$ cat config.mk
export PLATFORM = sky130hd
export DESIGN_NAME = opstat_responder
export DESIGN_NICKNAME = d
export VERILOG_FILES = /design/src/rtl/opstat_pkg.sv /design/src/rtl/opstat_flags.sv /design/src/rtl/opstat_toggle.sv /design/src/rtl/opstat_encode.sv /design/src/rtl/opstat_responder.sv
export SDC_FILE = /design/constraint.sdc
export NUM_CORES = 1
export LEC_CHECK = 0
export ABC_AREA = 1
export BUFFER_PORTS_ARGS = -buffer_cell sky130_fd_sc_hd__clkbuf_2
export CAP_MARGIN = 20
export CORE_AREA = 5 5 42 44
export CTS_BUF_LIST = sky130_fd_sc_hd__clkbuf_4 sky130_fd_sc_hd__clkbuf_8
export DETAILED_ROUTE_END_ITERATION = 12
export DIE_AREA = 0 0 47 49
export PLACE_DENSITY = 0.69
export SETUP_SLACK_MARGIN = 0.1
export SLEW_MARGIN = 30
export SYNTH_ARGS = -nofsm -noshare
export SYNTH_HDL_FRONTEND = slang
export SYNTH_SLANG_ARGS = --single-unit
export TNS_END_PERCENT = 30
$ cat constraint.sdc
create_clock -name clk -period 0.9 [get_ports clk]
set_clock_uncertainty 0.15 [all_clocks]
set_input_delay 0.09 -clock clk [delete_from_list [all_inputs] [get_ports clk]]
set_output_delay 0.09 -clock clk [all_outputs]
set_load 0.01 [all_outputs]
$ cat src/rtl/opstat_pkg.sv
package opstat_pkg;
  typedef enum logic [1:0] {
    OPK_NONE  = 2'b00,
    OPK_PROG  = 2'b01,
    OPK_ERASE = 2'b10
  } opk_e;

  localparam int BIT_POLL = 7;
  localparam int BIT_TOG  = 6;
  localparam int BIT_OVER = 5;
  localparam int BIT_WIN  = 3;

  // Build the status byte from its flag inputs.
  function automatic logic [7:0] status_byte(input opk_e kind, input logic pbit,
                                             input logic tog, input logic over,
                                             input logic win_open);
    logic [7:0] s;
    s = 8'h00;
    s[BIT_POLL] = (kind == OPK_PROG) ? ~pbit : 1'b0;
    s[BIT_TOG]  = tog;
    s[BIT_OVER] = over;
    s[BIT_WIN]  = (kind == OPK_ERASE) ? ~win_open : 1'b0;
    return s;
  endfunction
endpackage

$ cat src/rtl/opstat_flags.sv
module opstat_flags
  import opstat_pkg::*;
(
  input  logic       clk,
  input  logic       rst_n,
  input  logic       op_start,
  input  logic [1:0] op_kind,
  input  logic       op_done,
  input  logic       time_limit,
  input  logic       reset_cmd,
  output logic       busy,
  output opk_e       kind,
  output logic       over,
  output logic       start_ok
);
  logic done_ok;

  assign start_ok = op_start && (op_kind == OPK_PROG || op_kind == OPK_ERASE);
  assign done_ok  = op_done && !over;

  always_ff @(posedge clk) begin
    if (!rst_n) begin
      busy <= 1'b0;
      kind <= OPK_NONE;
      over <= 1'b0;
    end else if (reset_cmd) begin
      busy <= 1'b0;
      over <= 1'b0;
    end else if (start_ok) begin
      busy <= 1'b1;
      kind <= opk_e'(op_kind);
      over <= 1'b0;
    end else begin
      if (busy && time_limit) over <= 1'b1;
      if (done_ok) busy <= 1'b0;
    end
  end

  AST_OVER_STICKY: assert property (@(posedge clk) disable iff (!rst_n)
    (over && !reset_cmd && !start_ok) |=> over) else $error("over flag dropped");

  AST_RESET_CLEARS: assert property (@(posedge clk) disable iff (!rst_n)
    reset_cmd |=> (!busy && !over)) else $error("reset_cmd did not clear");
endmodule

$ cat src/rtl/opstat_toggle.sv
module opstat_toggle (
  input  logic clk,
  input  logic rst_n,
  input  logic clear,
  input  logic enable,
  input  logic rd_strobe,
  output logic tog
);
  logic rd_q;
  logic rd_fall;

  assign rd_fall = rd_q && !rd_strobe;

  always_ff @(posedge clk) begin
    if (!rst_n) begin
      rd_q <= 1'b0;
      tog  <= 1'b0;
    end else begin
      rd_q <= rd_strobe;
      if (clear)                 tog <= 1'b0;
      else if (enable && rd_fall) tog <= ~tog;
    end
  end

  AST_TOG_ON_FALL: assert property (@(posedge clk) disable iff (!rst_n)
    (enable && rd_fall && !clear) |=> (tog != $past(tog))) else $error("no toggle");

  AST_TOG_HOLD: assert property (@(posedge clk) disable iff (!rst_n)
    (!rd_fall && !clear) |=> $stable(tog)) else $error("spurious toggle");
endmodule

$ cat src/rtl/opstat_encode.sv
module opstat_encode
  import opstat_pkg::*;
#(
  parameter int DATA_W = 8
) (
  input  logic              show,
  input  opk_e              kind,
  input  logic [7:0]        prog_data,
  input  logic              tog,
  input  logic              over,
  input  logic              window_open,
  input  logic [DATA_W-1:0] array_data,
  output logic [DATA_W-1:0] rd_data
);
  localparam int HI_W = DATA_W - 8;
  logic [7:0] sbyte;
  logic [DATA_W-1:0] sword;

  assign sbyte = status_byte(kind, prog_data[BIT_POLL], tog, over, window_open);

  generate
    if (HI_W > 0) begin : g_wide
      assign sword = {{HI_W{1'b0}}, sbyte};
    end else begin : g_byte
      assign sword = sbyte;
    end
  endgenerate

  assign rd_data = show ? sword : array_data;
endmodule

$ cat src/rtl/opstat_responder.sv
module opstat_responder
  import opstat_pkg::*;
#(
  parameter int DATA_W = 8
) (
  input  logic              clk,
  input  logic              rst_n,
  input  logic              op_start,
  input  logic [1:0]        op_kind,
  input  logic [7:0]        prog_data,
  input  logic              op_done,
  input  logic              time_limit,
  input  logic              window_open,
  input  logic              reset_cmd,
  input  logic              rd_strobe,
  input  logic [DATA_W-1:0] array_data,
  output logic [DATA_W-1:0] rd_data,
  output logic              status_sel
);
  logic busy;
  opk_e kind;
  logic over;
  logic start_ok;
  logic tog;
  logic release_now;

  opstat_flags u_flags (
    .clk(clk), .rst_n(rst_n), .op_start(op_start), .op_kind(op_kind),
    .op_done(op_done), .time_limit(time_limit), .reset_cmd(reset_cmd),
    .busy(busy), .kind(kind), .over(over), .start_ok(start_ok)
  );

  assign release_now = op_done && !over;
  assign status_sel  = busy && !release_now;

  opstat_toggle u_tog (
    .clk(clk), .rst_n(rst_n), .clear(start_ok), .enable(status_sel),
    .rd_strobe(rd_strobe), .tog(tog)
  );

  opstat_encode #(.DATA_W(DATA_W)) u_enc (
    .show(status_sel), .kind(kind), .prog_data(prog_data), .tog(tog),
    .over(over), .window_open(window_open), .array_data(array_data),
    .rd_data(rd_data)
  );

  AST_PROG_POLARITY: assert property (@(posedge clk) disable iff (!rst_n)
    (status_sel && kind == OPK_PROG) |-> (rd_data[7] == ~prog_data[7])) else $error("poll bit");

  AST_ERASE_POLL: assert property (@(posedge clk) disable iff (!rst_n)
    (status_sel && kind == OPK_ERASE) |-> !rd_data[7]) else $error("erase poll");

  AST_WINDOW_FLAG: assert property (@(posedge clk) disable iff (!rst_n)
    (status_sel && kind == OPK_ERASE) |-> (rd_data[3] == !window_open)) else $error("window");

  AST_SPARE_ZERO: assert property (@(posedge clk) disable iff (!rst_n)
    status_sel |-> (rd_data[4] == 1'b0 && rd_data[2:0] == 3'b000)) else $error("spare bits");

  AST_DONE_RELEASE: assert property (@(posedge clk) disable iff (!rst_n)
    (busy && op_done && !over) |-> (rd_data == array_data)) else $error("release");

  AST_IDLE_PASS: assert property (@(posedge clk) disable iff (!rst_n)
    !busy |-> (rd_data == array_data && !status_sel)) else $error("idle pass");
endmodule

# Word-level counts from Yosys, hierarchy flattened
# Index checks and enable logic that the tools add are counted.
# W data, S select, Z words.
[totals]
elab_cells = 34
out_inout_bits = 9
regBits = 6
in_bits = 26
[classes]
eq_ne = 4
reduce_logical = 15
muxes = 5
bitwise_logic = 5
[ops]
columns = ["cell", "n"]
rows = [
  ["$mux W8", 1],
  ["$logic_and A1 B1 Y1", 6],
  ["$not A1 Y1", 5],
  ["$eq A2 B1 Y1 const B", 2],
  ["$eq A2 B2 Y1 const B", 2],
  ["$mux W1", 4],
  ["$reduce_or A2 Y1", 2],
  ["$logic_not A1 Y1", 3],
  ["$reduce_or A3 Y1", 1],
  ["$reduce_and A2 Y1", 1],
  ["$reduce_bool A2 Y1", 1],
  ["$logic_or A1 B1 Y1", 1],
]

# Depth between registers and ports, before layout
# Gate-level depths: netlist (run 1).
[depth]
word_depth = 5
mapped_depth = 7
mapped_depth_nobuf = 7

# Hierarchy
# From an unflattened synthesis (run 1), not the netlist that was laid out.
[hier_totals]
hier_cells = 72
hier_area_um2 = 422.9
[modules_own_cells]
columns = ["module", "seq_area_each_um2", "n_inst", "cells_each", "area_each_um2"]
rows = [
  ["opstat_flags", 80.1, 1, 28, 205.2],
  ["opstat_encode", 0.0, 1, 28, 117.6],
  ["opstat_toggle", 40.0, 1, 13, 83.8],
  ["opstat_responder", 0.0, 1, 3, 16.3],
]

# Worst setup path before layout (run 1)
# OpenSTA, ideal clock, no wires.
[synth_path]
kind = "register -> output"
startpoint = "reg u_flags.over"
endpoint = "out rd_data[5]"
arrival_time_ps = 799
path_buffers = 0
path_stages_with_launch = 5
path_slack_ps = -139
required_time_ps = 660
path_cell_list = "dfxtp_1 -> inv_2 -> nand2_2 -> nand2_4 -> o21ai_0"
[synth_between]
elab_chain_cells = 5
[synth_lines]
columns = ["item", "line", "text"]
rows = [
  ["start: declaration", "opstat_flags.sv:13", "output logic over,"],
  ["start signal: assignment", "opstat_flags.sv:25", "over <= 1'b0;"],
  ["start signal: assignment", "opstat_flags.sv:28", "over <= 1'b0;"],
  ["start signal: assignment", "opstat_flags.sv:32", "over <= 1'b0;"],
  ["$logic_not A1 Y1", "opstat_responder.sv:33", "assign release_now = op_done && !over;"],
  ["$logic_and A1 B1 Y1", "opstat_responder.sv:33", ""],
  ["$logic_not A1 Y1", "opstat_responder.sv:34", "assign status_sel = busy && !release_now;"],
  ["$logic_and A1 B1 Y1", "opstat_responder.sv:34", ""],
  ["$mux W8 (*)", "opstat_encode.sv:29", "assign rd_data = show ? sword : array_data;"],
  ["end: declaration", "opstat_responder.sv:17", "output logic [DATA_W-1:0] rd_data,"],
]
# Every way passes the cells marked *; elsewhere a longest branch is shown, timed or not.

# Worst setup path in the final report (run 1)
[layout_path]
startpoint = "reg u_flags.over"
endpoint = "out rd_data[3]"
[layout_between]
elab_chain_cells = 5
[layout_lines]
columns = ["item", "line"]
rows = [
  ["$logic_not A1 Y1", "opstat_responder.sv:33"],
  ["$logic_and A1 B1 Y1", "opstat_responder.sv:33"],
  ["$logic_not A1 Y1", "opstat_responder.sv:34"],
  ["$logic_and A1 B1 Y1", "opstat_responder.sv:34"],
  ["$mux W8", "opstat_encode.sv:29"],
]
# No other way between the ends.

==> results.sh, run 1 <==
export IMPL_htree_levels=1
export IMPL_hold_viol_final=5
export IMPL_place_ws_ns=-0.252
export IMPL_final_nets=129
export IMPL_grtUsageTotal_pct=11.9
export IMPL_cts_root_buf="clkbuf_4"
export IMPL_portBuffers=27
export IMPL_wl_mm=1.28
export IMPL_via_count=511
export IMPL_drv_cap=0
export IMPL_rr_startpoint="u_flags.over"
export IMPL_worst_slack_ns=-0.482
export IMPL_drc_errors=0
export IMPL_final_common_cell="clkbuf_2"
export IMPL_post_route_min_period_ns=1.38
export IMPL_relSlewSlack_pct=87.7
export IMPL_clk_pin_slew_worst_paths_ns=0.05
export IMPL_cp_end_kind="primary output"
export IMPL_fin_util_pct=48.3
export IMPL_power_leakage_nw=0.382
export IMPL_rsz0062_at_grt="yes"
export IMPL_postSynthCellCount=66
export IMPL_core_area_um2=1400
export IMPL_avgSynthCellArea_um2=6.09
export IMPL_critPathRequiredTime_ns=0.66
export IMPL_final_period_utilization_pct=154
export IMPL_dr_first_iter_drc_count=9
export IMPL_worstMarginPinSlew_ns=0.184
export IMPL_cp_startpoint="u_flags.over"
export IMPL_diodes=0
export IMPL_clockBufferDepth=2
export IMPL_reg2reg_setup_slack_ns=-0.18
export IMPL_viasPerCell=4.37
export IMPL_dieHeight_um=49
export IMPL_synthToLayoutAreaGrowth_pct=68.5
export IMPL_fin_tns_setup_ns=-4.08
export IMPL_drtAntennaViolNets=0
export IMPL_grt_pass1_vias=504
export IMPL_hp_class="primary input to register"
export IMPL_drtPass1Iterations=5
export IMPL_placed_area_um2=579
export IMPL_die_x_um=47
export IMPL_setup_viol=11
export IMPL_fmax_ghz=0.724
export IMPL_status="complete, but fails checks"
export IMPL_dieArea_um2=2300
export IMPL_syn_num_nets=92
export IMPL_ys_seq_area_share_pct=29.9
export IMPL_syn_area_um2=402
export IMPL_num_rows=14
export IMPL_max_vdd_ir_drop_mv=0.584
export IMPL_cp_start_kind="register"
export IMPL_worstSetupEndpoint="rd_data[3]"
export IMPL_violations="hold timing, setup timing"
export IMPL_yosys_warnings=0
export IMPL_grt_overflow_total=0
export IMPL_regToRegEndpoint="u_tog.tog"
export IMPL_p_per_area_nw_per_um2=1120
export IMPL_grt_max_degree=8
export IMPL_routedWlPerCell_um=10.9
export IMPL_cts_tree="built"
export IMPL_cts_sinks=6
export IMPL_insertion_delay_ns=0.25
export IMPL_num_io_pins=35
export IMPL_gp_congestion=0.749
export IMPL_numCtsBuffers=3
export IMPL_fin_area_um2=677
export IMPL_antenna_found_initial=0
export IMPL_place_hpwl_um=917
export IMPL_cp_data_arrival_time_ns=1.14
export IMPL_crit_fanout=5
export IMPL_crit_type="register to primary output"
export IMPL_final_layout_size_suffix_gt1_share_pct=57.4
export IMPL_grt_pass1_wl_mm=2.06
export IMPL_whs_ns=-0.106
export IMPL_synth_cell_types=16
export IMPL_maxSlewViolCount=0
export IMPL_final_cell_mix="clkbuf_2 (20), nand2_1 (15), inv_1 (12), nor2_1 (8), buf_2 (7)"
export IMPL_worstRegToRegCells=7
export IMPL_ys_ff_latch=6
export IMPL_start_util_pct=28.7
-- cell usage after synthesis --
library cell / number / area, um2
nand2_4: 1 / 11.3
nand2_2: 2 / 12.5
nor2_2: 3 / 18.8
a21oi_1: 1 / 5.00
nand4_1: 1 / 6.26
dfxtp_1: 6 / 120
o31ai_2: 2 / 25.0
nand2_1: 19 / 71.3
nor2_4: 1 / 11.3
nand3_1: 2 / 10.0
nor2_1: 10 / 37.5
inv_4: 1 / 6.26
inv_2: 1 / 3.75
o21ai_0: 1 / 5.00
inv_1: 14 / 52.6
nor3_1: 1 / 5.00
-- cells by family (layout without fill, tap and decap cells) --
kind of cell | after synthesis | count (layout) | share of synthesized area (%)
buf+inv | 16 | 50 | 15.6
simple gates | 40 | 41 | 45.8
flops | 6 | 6 | 29.9
compound gates | 4 | 4 | 8.72
-- power by group --
group | leakage [nW] | switching (mW) | internal (mW)
sequential | 0.0511 | 0.00855 | 0.276
clock | 0.0138 | 0.112 | 0.152
combinational | 0.317 | 0.112 | 0.0973
-- critical path: stages (launching register included) --
cell and delay (ns):
dfxtp_2 0.33, inv_2 0.05, nand2_4 0.09, nand2_8 0.08
o31ai_4 0.18, buf_2 0.16
-- through the flow --
step / power (mW) / instances
after floorplan: 0.376 / 66
after global placement: 0.462 / 112
after detailed placement: 0.466 / 112
after CTS: 0.751 / 116
after global routing: 0.798 / 117
final: 0.757 / 117
-- timing repair --
action,4_1_cts,5_1_grt
resized for setup,15,11
hold endpoints to repair,5,3
endpoints found under the setup margin,14,14
gates cloned,1,0
setup buffers,0,1
pin swaps,5,4
-- worst min path at each step --
stage	from	endpoint	slack (ns)	depth (start not counted)
final	rd_strobe	u_tog.rd_q	-0.11	3
after floorplan	rst_n	u_tog.rd_q	0.03	2
after detailed placement	rd_strobe	u_tog.rd_q	0.15	3
after global routing	rd_strobe	u_tog.rd_q	-0.07	3
after CTS	rd_strobe	u_tog.rd_q	-0.10	3
after global placement	rd_strobe	u_tog.rd_q	0.14	3
-- sequential cells by signal, summed over array words and instances (netlist names) --
name and flops:
u_tog.rd_q 1, u_flags.kind 2, u_flags.busy 1, u_flags.over 1, u_tog.tog 1
-- area by class of cell --
| type | instances | area [um2] |
|---|---|---|
| Clock buffer | 3 | 22.5 |
| Fill cell | 153 | 724 |
| Inverter | 16 | 62.6 |
| Multi-Input combinational cell | 45 | 272 |
| Sequential cell | 6 | 128 |
| Tap cell | 16 | 20.0 |
| Timing Repair Buffer | 31 | 173 |
-- layer usage --
metal / part of all wire [%] / GRT usage (%) / vias up / wire length (um)
met5: 0 / 0 / - / 0
met4: 1.5 / 5.07 / 0 / 19
met3: 7.1 / 4.06 / 2 / 90
met2: 56 / 20.6 / 19 / 720
met1: 35 / 12.2 / 219 / 446
li1: - / - / 271 / -
Note: power is estimated with default switching activity, not from simulation.
==> inputs of run 2 (changes only) <==
CTS_BUF_LIST = unset   (was sky130_fd_sc_hd__clkbuf_4 sky130_fd_sc_hd__clkbuf_8)
RECOVER_POWER = 50   (was unset)
==> results.sh, run 2 (synthesized netlist as in run 1, its figures left out) <==
export IMPL_cp_start_kind="register"
export IMPL_core_area_um2=1400
export IMPL_post_route_min_period_ns=1.38
export IMPL_fin_total_pwr_mw=0.757
export IMPL_fin_tns_setup_ns=-4.08
export IMPL_clockBufferDepth=2
export IMPL_clk_pin_slew_worst_paths_ns=0.05
export IMPL_dieHeight_um=49
export IMPL_cts_tree="built"
export IMPL_htree_levels=1
export IMPL_multi_input_area_um2=272
export IMPL_synthToLayoutAreaGrowth_pct=68.2
export IMPL_worstMarginPinSlew_ns=0.202
export IMPL_routedWlPerCell_um=10.9
export IMPL_status="complete, but fails checks"
export IMPL_cts_root_buf="clkbuf_4"
export IMPL_grt_pass1_wl_mm=2.06
export IMPL_maxSlewViolCount=0
export IMPL_num_rows=14
export IMPL_cts_sinks=6
export IMPL_cp_data_arrival_time_ns=1.14
export IMPL_violations="hold timing, setup timing"
export IMPL_critPathRequiredTime_ns=0.66
export IMPL_dieArea_um2=2300
export IMPL_via_count=511
export IMPL_hp_class="primary input to register"
export IMPL_final_period_utilization_pct=154
export IMPL_drtAntennaViolNets=0
export IMPL_worst_slack_ns=-0.482
export IMPL_antenna_found_initial=0
export IMPL_dr_first_iter_drc_count=9
export IMPL_viasPerCell=4.37
export IMPL_place_hpwl_um=917
export IMPL_drv_cap=0
export IMPL_final_layout_size_suffix_gt1_share_pct=56.4
export IMPL_crit_fanout=5
export IMPL_cp_end_kind="primary output"
export IMPL_crit_type="register to primary output"
export IMPL_max_vdd_ir_drop_mv=0.588
export IMPL_grtUsageTotal_pct=11.9
export IMPL_critical_path_max_stage_delay_ns=0.33
export IMPL_hold_viol_final=4
export IMPL_numCtsBuffers=3
export IMPL_grt_pass1_vias=504
export IMPL_diodes=0
export IMPL_power_leakage_nw=0.379
export IMPL_regMostFlops="u_flags.kind"
export IMPL_grt_max_degree=8
export IMPL_seqCellArea_um2=128
export IMPL_insertion_delay_ns=0.25
export IMPL_relSlewSlack_pct=86.5
export IMPL_grt_overflow_total=0
export IMPL_die_x_um=47
export IMPL_fillers=154
export IMPL_rsz0062_at_grt="yes"
export IMPL_gp_congestion=0.749
export IMPL_final_cell_mix="clkbuf_2 (19), nand2_1 (15), inv_1 (12), nor2_1 (8), buf_2 (7)"
export IMPL_drc_errors=0
export IMPL_wl_mm=1.28
export IMPL_final_nets=129
export IMPL_drtPass1Iterations=5
export IMPL_num_io_pins=35
export IMPL_start_util_pct=28.7
export IMPL_fin_util_pct=48.2
export IMPL_p_per_area_nw_per_um2=1120
export IMPL_path_cells="inv_2, nand2_4, nand2_8, o31ai_4, buf_2"
export IMPL_portBuffers=27
export IMPL_cp_slowest_cell="dfxtp_2"
export IMPL_setup_viol=11
export IMPL_fmax_ghz=0.724
export IMPL_place_ws_ns=-0.252
export IMPL_final_common_cell="clkbuf_2"
export IMPL_largest_register_ffs=2
export IMPL_whs_ns=-0.106
[run 2: metrics by stage]
step | instances | cell area, um2
6_report | 117 | 676
5_1_grt | 117 | 676
4_1_cts | 116 | 659
3_5_place_dp | 112 | 579
3_3_place_gp | 112 | 579
2_1_floorplan | 66 | 402
[run 2: path summary, 6_finish.rpt]
check | endpoint | slack, ns | cells past startpoint | startpoint
min | u_tog.rd_q | -0.11 | 3 | rd_strobe
max | rd_data[3] | -0.48 | 5 | u_flags.over
max reg2reg | u_tog.tog | -0.18 | 7 | u_flags.over
min reg2reg | u_tog.tog | 0.39 | 2 | u_tog.tog
[run 2: layout make-up]
class | instances | area share [%]
Multi-Input combinational cell | 45 | 40.2
Timing Repair Buffer | 31 | 25.4
Sequential cell | 6 | 18.9
Inverter | 16 | 9.26
Clock buffer | 3 | 3.33
Tap cell | 16 | 2.96
[run 2: timing repair]
action	in CTS	in global routing
gates cloned	1	0
pin swaps	5	4
endpoints found under the hold margin	5	3
gates resized for setup	15	11
setup buffers	0	1
endpoints found under the setup margin	14	14
[run 2: critical path: cells and delay by family, from the launching register on]
| kind | cells | cell delay, ns |
|---|---|---|
| AO/OA/AOI/OAI | 1 | 0.18 |
| buffers and inverters | 2 | 0.21 |
| flip-flops | 1 | 0.33 |
| AND/OR/NAND/NOR | 2 | 0.17 |
[run 2: metal layers]
metal  global-route usage (%)  wire (um)
met5                        0          0
met4                     5.07         19
met3                     4.06         91
met2                     20.6        720
met1                     12.2        447
[run 2: where the power goes]
part           leakage, nW  internal (mW)  switching (mW)
sequential          0.0511          0.276         0.00855
combinational        0.314         0.0966           0.112
clock               0.0138          0.152           0.112
==> inputs of run 3 (changes only) <==
PLACE_DENSITY = 0.66   (was 0.69)
clock period = 1.5 ns   (was 0.9 ns; I/O delays follow)
==> results.sh, run 3 (synthesized netlist as in run 1, its figures left out) <==
export IMPL_status="completed"
export IMPL_cts_sinks=6
export IMPL_fmax_ghz=0.708
export IMPL_path_common_cell="nand2_4"
export IMPL_switching_share_pct=28.6
export IMPL_hold_viol_final=0
export IMPL_cp_buffers_inverters=2
export IMPL_final_cell_mix="clkbuf_2 (25), nand2_1 (19), inv_1 (14), nor2_1 (11), dfxtp_1 (4)"
export IMPL_fillers=170
export IMPL_grt_max_degree=8
export IMPL_drtAntennaViolNets=0
export IMPL_cp_end_kind="primary output"
export IMPL_fin_util_pct=42.9
export IMPL_dieHeight_um=49
export IMPL_post_route_min_period_ns=1.41
export IMPL_cts_root_buf="clkbuf_4"
export IMPL_clockBufferDepth=2
export IMPL_maxSlewViolCount=0
export IMPL_core_area_um2=1400
export IMPL_p_int_mw=0.304
export IMPL_drc_errors=0
export IMPL_num_rows=14
export IMPL_synthToLayoutAreaGrowth_pct=49.5
export IMPL_grtUsageTotal_pct=9.82
export IMPL_hp_class="primary input to register"
export IMPL_routedWlPerCell_um=8.97
export IMPL_fin_tns_setup_ns=0
export IMPL_largest_register_ffs=2
export IMPL_power_leakage_nw=0.369
export IMPL_final_common_cell="clkbuf_2"
export IMPL_diodes=0
export IMPL_critical_path_max_stage_delay_ns=0.32
export IMPL_cp_data_arrival_time_ns=1.11
export IMPL_final_nets=126
export IMPL_start_util_pct=28.7
export IMPL_fin_total_pwr_mw=0.426
export IMPL_portBuffers=27
export IMPL_htree_levels=1
export IMPL_critPathRequiredTime_ns=1.20
export IMPL_rsz0062_at_grt="yes"
export IMPL_final_layout_size_suffix_gt1_share_pct=43.9
export IMPL_final_period_utilization_pct=94.2
export IMPL_cts_tree="built"
export IMPL_max_vdd_ir_drop_mv=0.365
export IMPL_numCtsBuffers=3
export IMPL_die_x_um=47
export IMPL_crit_type="register to primary output"
export IMPL_via_count=484
export IMPL_wl_mm=1.02
export IMPL_drv_cap=0
export IMPL_p_comb_share_pct=24.1
export IMPL_clk_pin_slew_worst_paths_ns=0.05
export IMPL_grt_pass1_vias=451
export IMPL_place_hpwl_um=784
export IMPL_crit_family="flip-flops"
export IMPL_dieArea_um2=2300
export IMPL_antenna_found_initial=0
export IMPL_seq_power_share_pct=39.8
export IMPL_setup_viol=0
export IMPL_cp_start_kind="register"
export IMPL_drtPass1Iterations=4
export IMPL_insertion_delay_ns=0.25
export IMPL_crit_fanout=5
export IMPL_regMostFlops="u_flags.kind"
export IMPL_grt_overflow_total=0
export IMPL_cp_slowest_cell="dfxtp_2"
export IMPL_p_clk_share_pct=36.0
export IMPL_viasPerCell=4.25
export IMPL_dr_first_iter_drc_count=9
export IMPL_relSlewSlack_pct=87.7
export IMPL_gp_congestion=0.743
export IMPL_worstMarginPinSlew_ns=0.184
export IMPL_num_io_pins=35
export IMPL_p_switching_mw=0.122
export IMPL_path_cells="inv_2, nand2_4, nand2_4, o31ai_2, buf_2"
export IMPL_p_per_area_nw_per_um2=710
export IMPL_grt_pass1_wl_mm=1.69
-- run 3: cell types whose count changed in the layout (fill, tap and decap cells not counted), sizes merged --
cell	before	now
dlygate4sd3	0	1
clkbuf	23	28
buf	11	2
-- run 3: worst register-to-register path: stages (launching register included) --
cell,delay (ns)
dfxtp_2,0.32
inv_2,0.05
nand2_4,0.07
nand2_2,0.10
nor2_1,0.13
nand2_1,0.06
nand2_1,0.07
nor2_2,0.03
-- run 3: power groups by stage --
stage	Sequential, mW	Combinational, mW	Clock, mW
floorplan	0.171	0.0539	0
global placement	0.172	0.0976	0
detailed placement	0.172	0.0993	0
CTS	0.169	0.104	0.157
global route	0.170	0.116	0.167
finish	0.170	0.103	0.154
-- run 3: cell type report --
type	count	area, um2	share of cell area, %
Timing Repair Buffer	28	145	24.2
Tap cell	16	20.0	3.33
Inverter	16	62.6	10.4
Clock buffer	3	22.5	3.75
Multi-Input combinational cell	45	228	37.9
Sequential cell	6	123	20.4
-- run 3: metrics by stage --
step	hold slack, ns	cells	area (um2)	worst slack (ns)
finish	0.00802	114	601	0.0872
global route	0.0255	114	601	0.0261
CTS	0.00362	114	602	0.0632
detailed placement	0.204	109	557	0.305
global placement	0.200	109	557	0.333
floorplan	0.0935	66	402	0.401
-- run 3: metal layers --
layer	share of wire, %	routed length [um]	vias up	GRT usage [%]
met3	13	132	2	3.32
met2	42	428	25	14.7
met1	44	451	193	12.4
met5	0	0	-	0
met4	0.98	10	0	4.15
li1	-	-	264	-
-- run 3: what timing repair did --
action | CTS | global route
hold endpoints to repair | 1 | 0
setup buffers | 0 | 0
cloned | 1 | 0
pin swaps | 1 | 0
gates resized for setup | 2 | 3
hold buffers | 1 | 0
setup endpoints to repair | 5 | 8
-- run 3: worst paths after layout --
check	from	to	slack, ns	cells past startpoint
hold reg to reg	u_tog.tog	u_tog.tog	0.37	2
hold / removal	rst_n	u_tog.rd_q	0.008	3
setup / recovery	u_flags.over	rd_data[7]	0.09	5
setup reg to reg	u_flags.over	u_tog.tog	0.42	7
